### src/rtl/err_irq_pkg.sv
package err_irq_pkg;
  localparam int STAT_W    = 32;
  localparam int ERR_LSB   = 8;
  localparam int N_GRP     = 6;
  localparam int MULTI_CLR = 6;

  localparam logic [1:0] A_STATUS = 2'd0;
  localparam logic [1:0] A_ENABLE = 2'd1;
  localparam logic [1:0] A_CLEAR  = 2'd2;

  // Status bits covered by each family-clear bit (index = clear-register bit).
  localparam logic [STAT_W-1:0] GRP_MASK [N_GRP] = '{
    32'h0000_FD00,  // bus errors and bit 8
    32'h4001_0000,  // RAM parity and size fault
    32'h003E_0000,  // link errors
    32'h0B80_0000,  // request dispatch
    32'h1400_0200,  // response buffer
    32'h2040_0000   // response path
  };
endpackage

### src/rtl/err_flag_bank.sv
module err_flag_bank
  import err_irq_pkg::*;
#(
  parameter int ERR_W = 23
) (
  input  logic             clk,
  input  logic             rst,
  input  logic [ERR_W-1:0] evt,
  input  logic             clr_stb,
  input  logic [N_GRP-1:0] clr_grp,
  output logic [ERR_W-1:0] flags
);
  for (genvar i = 0; i < ERR_W; i++) begin : g_flag
    logic [N_GRP-1:0] hit;
    logic             clr_me;
    for (genvar g = 0; g < N_GRP; g++) begin : g_hit
      assign hit[g] = GRP_MASK[g][i+ERR_LSB];
    end
    assign clr_me = clr_stb && |(clr_grp & hit);

    always_ff @(posedge clk) begin
      if (rst)           flags[i] <= 1'b0;
      else if (evt[i])   flags[i] <= 1'b1;
      else if (clr_me)   flags[i] <= 1'b0;
    end

    a_r3_event_sets: assert property (@(posedge clk) disable iff (rst)
      evt[i] |=> flags[i]);
    a_r3_sticky: assert property (@(posedge clk) disable iff (rst)
      (flags[i] && !clr_stb) |=> flags[i]);
    a_r5_no_spurious_set: assert property (@(posedge clk) disable iff (rst)
      (!flags[i] && !evt[i]) |=> !flags[i]);
  end
endmodule

### src/rtl/err_multi_track.sv
module err_multi_track (
  input  logic clk,
  input  logic rst,
  input  logic evt_any,
  input  logic flag_any,
  input  logic clr,
  output logic multi
);
  always_ff @(posedge clk) begin
    if (rst)                        multi <= 1'b0;
    else if (evt_any && flag_any)   multi <= 1'b1;
    else if (clr)                   multi <= 1'b0;
  end

  a_r7_multi_sets: assert property (@(posedge clk) disable iff (rst)
    (evt_any && flag_any) |=> multi);
  a_r7_multi_holds: assert property (@(posedge clk) disable iff (rst)
    (multi && !clr) |=> multi);
  a_r7_no_set_when_clean: assert property (@(posedge clk) disable iff (rst)
    (!multi && !flag_any) |=> !multi);
endmodule

### src/rtl/irq_regport.sv
module irq_regport
  import err_irq_pkg::*;
(
  input  logic              clk,
  input  logic              rst,
  input  logic [STAT_W-1:0] status,
  input  logic              wr,
  input  logic [1:0]        addr,
  input  logic [STAT_W-1:0] wdata,
  output logic              clr_stb,
  output logic [STAT_W-1:0] rdata,
  output logic              irq
);
  logic [STAT_W-1:0] en_q;

  assign clr_stb = wr && (addr == A_CLEAR);

  always_ff @(posedge clk) begin
    if (rst) begin
      en_q  <= '0;
      rdata <= '0;
      irq   <= 1'b0;
    end else begin
      if (wr && addr == A_ENABLE) en_q <= wdata;
      irq <= |(status & en_q);
      unique case (addr)
        A_STATUS: rdata <= status;
        A_ENABLE: rdata <= en_q;
        default:  rdata <= '0;
      endcase
    end
  end

  a_r9_irq_follows: assert property (@(posedge clk) disable iff (rst)
    (status != '0 && (status & en_q) == '0) |=> !irq);
  a_r8_enable_written: assert property (@(posedge clk) disable iff (rst)
    (wr && addr == A_ENABLE) |=> (en_q == $past(wdata)));
endmodule

### src/rtl/err_irq_status.sv
module err_irq_status
  import err_irq_pkg::*;
#(
  parameter int DEV_W = 8,
  parameter int ERR_W = 23
) (
  input  logic               clk,
  input  logic               rst,
  input  logic [DEV_W-1:0]   dev_irq_i,
  input  logic [ERR_W-1:0]   err_evt_i,
  input  logic               wr_i,
  input  logic [1:0]         addr_i,
  input  logic [STAT_W-1:0]  wdata_i,
  output logic [STAT_W-1:0]  rdata_o,
  output logic               irq_o
);
  localparam int SW = DEV_W + ERR_W + 1;

  logic [DEV_W-1:0]  dev_q;
  logic [ERR_W-1:0]  flags;
  logic              multi;
  logic              clr_stb;
  logic [SW-1:0]     status;

  always_ff @(posedge clk) begin
    if (rst) dev_q <= '0;
    else     dev_q <= dev_irq_i;
  end

  err_flag_bank #(.ERR_W(ERR_W)) u_flags (
    .clk(clk), .rst(rst), .evt(err_evt_i), .clr_stb(clr_stb),
    .clr_grp(wdata_i[N_GRP-1:0]), .flags(flags)
  );

  err_multi_track u_multi (
    .clk(clk), .rst(rst), .evt_any(|err_evt_i), .flag_any(|flags),
    .clr(clr_stb && wdata_i[MULTI_CLR]), .multi(multi)
  );

  assign status = {multi, flags, dev_q};

  irq_regport u_port (
    .clk(clk), .rst(rst), .status(status), .wr(wr_i), .addr(addr_i),
    .wdata(wdata_i), .clr_stb(clr_stb), .rdata(rdata_o), .irq(irq_o)
  );

  a_r2_dev_mirror: assert property (@(posedge clk) disable iff (rst)
    1'b1 |=> (status[DEV_W-1:0] == $past(dev_irq_i)));
  a_r11_status_write_ignored: assert property (@(posedge clk) disable iff (rst)
    (wr_i && addr_i == A_STATUS && err_evt_i == '0) |=> ($past(flags) == flags));
endmodule

### config.mk
export PLATFORM = sky130hd
export DESIGN_NAME = err_irq_status
export DESIGN_NICKNAME = d
export VERILOG_FILES = /design/src/rtl/err_irq_pkg.sv /design/src/rtl/err_flag_bank.sv /design/src/rtl/err_multi_track.sv /design/src/rtl/irq_regport.sv /design/src/rtl/err_irq_status.sv
export SDC_FILE = /design/constraint.sdc
export NUM_CORES = 1
export LEC_CHECK = 0
export BUFFER_PORTS_ARGS = -buffer_cell sky130_fd_sc_hd__buf_4
export CORE_MARGIN = 1.5
export CORE_UTILIZATION = 56
export CTS_CLUSTER_SIZE = 12
export DETAILED_ROUTE_END_ITERATION = 7
export HOLD_SLACK_MARGIN = 0.1
export PLACE_DENSITY = 0.84
export SYNTH_ARGS = -nofsm -noshare
export SYNTH_HDL_FRONTEND = slang
export SYNTH_HIERARCHICAL = 1
export SYNTH_SLANG_ARGS = --single-unit
### constraint.sdc
create_clock -name clk -period 2.9 [get_ports clk]
set_input_delay 0.29 -clock clk [delete_from_list [all_inputs] [get_ports clk]]
set_output_delay 0.29 -clock clk [all_outputs]
set_load 0.005 [all_outputs]
==> results_dict.tcl <==
set metrics [dict create \
    global_route.overflow_total 0 \
    synthAdderAreaFrac_pct 0 \
    clk_latency_ns 0.36 \
    synthesis.yosys.warnings 6 \
    finish.net_count 540 \
    worst-path-max-fanout 35 \
    cts_num_sinks 97 \
    clockBufferDepth 2 \
    worst_hold_path_cells 2 \
    power.density_cell_area_nw_per_um2 575.2 \
    post_synth_edffs 0 \
    effective_utilization_at_floorplan_pct 58.17 \
    synthXorXnorAreaFrac_pct 0 \
    rows 29 \
    cts_tree "built" \
    vertical_die_dimension_um 84.45 \
    final-setup-viol-count 0 \
    wl_per_cell_um 16.76 \
    fin_tns_setup_ns 0 \
    combinational_family_with_the_most_area_after_synthesis "compound AO/OA/AOI/OAI gates" \
    floorplan.die.width_um 84.45 \
    critPathLaunch "addr_i[0]" \
    synth_seq_area_share_pct 52.27 \
    max_slew_margin_pct 35.93 \
    root_buffer "clkbuf_8" \
    post_synth_inst_count 380 \
    placed_area_sq_um 4429 \
    grt_max_degree 66 \
    timing.final.crit_share_pct 55.28 \
    place_congestion 0.9136 \
    post-route-cell-area_sq_um 4649 \
    post_synth_mux_area_share_pct 8.622 \
    hpwl_reported_at_the_end_of_detailed_placement_um 6582 \
    hold_end "dev_q[2]$_SDFF_PP0_" \
    io_buffers 100 \
    synth-compound-area-share_pct 18.93 \
    drtPass1Iterations 5 \
    placed_cells 538 \
    startpoint_of_the_most_critical_register_to_register_path "u_flags/flags[13]$_SDFFE_PP0P_" \
    postCtsSetupRepairBufs 0 \
    required_ns 3.16 \
    synth_async_sr_flop_share_pct 0 \
    fin_ws_ns 1.297 \
    preCtsSetupSlack_ns 0.9678 \
    tightest_slew_ns 0.9611 \
    number_of_non_filler_instances_in_the_completed_layout 554 \
    area_growth_syn_to_layout_pct 25.16 \
    maxCapViolCount 0 \
    cts_resized 0 \
    coreArea_sq_um 6386 \
    hold_path_startpoint "dev_irq_i[2]" \
    post_cts_hold_buffer_count 0 \
    syn_area_sq_um 3715 \
    layout.filler_cells 479 \
    synth_simple_gate_area_share_pct 15.70 \
    route.antenna.remaining_nets 0 \
    postSynth.topFlopCell "dfxtp_1" \
    vias_per_cell 5.711 \
    fin_crit_ns 1.603 \
    worst_vdd_drop_mv 0.5061 \
    reg2reg_to "u_port/irq$_SDFF_PP0_" \
    yosys_register_bits 97 \
    clkTransAtPathRegs_ns 0.09 \
    drt_first_iter_violations 221 \
    grt_antenna_before_repair 0 \
    start_kind "primary input" \
    h-tree-depth 3 \
    post-route-drc-count 0 \
    minimum_setup_slack_among_reg_to_reg_paths_ns 1.52 \
    cp.arrival_ns 1.86 \
    synthesis.area_per_instance_sq_um 9.776 \
    peak_clock_frequency_supported_by_timing_mhz 623.8 \
    wl_um 9287 \
    slew_violations 0 \
    synth_cell_types 28 \
    n_antenna_cell 0 \
    leakage_component_of_the_power_nw 2.026 \
    status "completed" \
    skew_ns 0.007399 \
    min-delay-path-class "primary input to flip-flop" \
    post_route_cells_drive_above_1_share_pct 27.88 \
    endpoint_kind "flip-flop" \
    io_pins 101 \
    die-area_sq_um 7131 \
    timing.setup.critical_path_class "primary input to flip-flop" \
    number_of_nets_in_the_synthesized_netlist 448 \
    timing_hold_violations_final 0 \
    route.vias.total 3164 \
    grt_setup_unrepaired "no" \
    grt_pass1_vias 2895 \
    grt_pass1_wl_um 14350 \
    globalRouteTotalUtil_pct 26.07 \
    r2r.worst_path.cells 3 \
    tritoncts.num_buffers 9 \
]
## critical path, cell delays in order
cell and delay [ns]:
buf_4 0.29, and3b_1 0.84, a21boi_0 0.20, o21ba_2 0.23
## stage by stage
| stage | hold WS, ns | util, % | total power [mW] |
|---|---|---|---|
| after global placement | 0.4541 | 69.36 | 1.739 |
| after global routing | 0.1474 | 72.81 | 2.758 |
| final | 0.1375 | 72.81 | 2.675 |
| after detailed placement | 0.4647 | 69.36 | 1.745 |
| after CTS | 0.1309 | 72.81 | 2.680 |
| after floorplan | 0.3524 | - | 1.605 |
## Yosys cell counts (2+ instances only)
cell,count,area share (%)
buf_6,8,2.4
nand3_1,2,0.27
nor3_1,2,0.27
nor4_1,10,1.7
clkbuf_1,6,0.61
mux2i_1,32,8.6
a21boi_0,3,0.61
o21ba_2,13,3.5
and4_1,2,0.47
a21boi_1,20,4.0
buf_4,2,0.40
a22oi_1,16,3.2
nand4_1,4,0.67
a21oi_1,32,4.3
buf_2,7,0.94
nand2_1,65,6.6
and3b_1,2,0.47
dfxtp_1,97,52
nor2_1,32,3.2
nor2b_1,8,1.3
o21ba_1,10,2.7
## flip-flops by register name (all words and copies together), names as in the netlist
name,cells
u_flags/flags,23
u_multi/multi,1
u_port/rdata,32
u_port/en_q,32
u_port/irq,1
dev_q,8
## worst max-delay path by stage
stage	end	slack [ns]
2_1_floorplan	u_flags/flags[12]$_SDFFE_PP0P_	1.46
3_3_place_gp	u_flags/flags[2]$_SDFFE_PP0P_	1.00
3_5_place_dp	u_flags/flags[3]$_SDFFE_PP0P_	0.97
4_1_cts	u_port/en_q[22]$_SDFFE_PP0P_	1.34
5_1_grt	u_flags/flags[3]$_SDFFE_PP0P_	1.18
6_report	u_flags/flags[3]$_SDFFE_PP0P_	1.30
## cells in the final DEF, fill, tap and decap left out, types with 2 or more instances in the layout
cell type / instances
nand4_1: 4
clkinv_2: 2
and3b_1: 2
a22oi_1: 16
nor2b_1: 8
nor3_1: 2
a21boi_0: 3
o21ba_1: 10
mux2i_1: 32
nand2_1: 65
clkbuf_8: 10
bufinv_16: 2
nor4_1: 10
nor2_1: 32
dfxtp_1: 97
a21boi_1: 20
nand3_1: 2
o21ba_2: 13
a21oi_1: 32
and4_1: 2
buf_4: 104
## per-layer routing
metal | GRT usage (%) | part of all wire, % | routed length, um | up-vias
met2 | 43.05 | 49 | 4543 | 176
met5 | 0 | 0 | 0 | -
li1 | - | - | - | 1499
met4 | 10.41 | 2.3 | 215 | 0
met1 | 34.29 | 40 | 3733 | 1468
met3 | 4.326 | 8.6 | 795 | 21
## where the power goes
part	switching (mW)	internal (mW)	leakage, nW
Clock	0.447	0.508	0.113
Sequential	0.0502	1.39	0.796
Combinational	0.124	0.155	1.12
Total	0.621	2.05	2.03
## logic make-up (layout without fill, tap and decap cells)
logic type	count (synthesis)	count (layout)
flip-flops	97	97
AND/OR/NAND/NOR	131	131
buffers and inverters	24	121
AO/OA/AOI/OAI	96	96
multiplexers	32	32
## layout make-up
type	instances	area, sq um	area share, %
tap	77	96.34	2.072
multi-input combinational	259	1607	34.55
clock buffer	11	141.4	3.041
clock inverter	5	78.83	1.695
timing repair buffer	104	780.7	16.79
inverter	1	3.754	0.08073
sequential	97	1942	41.77
Power figures use the tool's default switching activity.
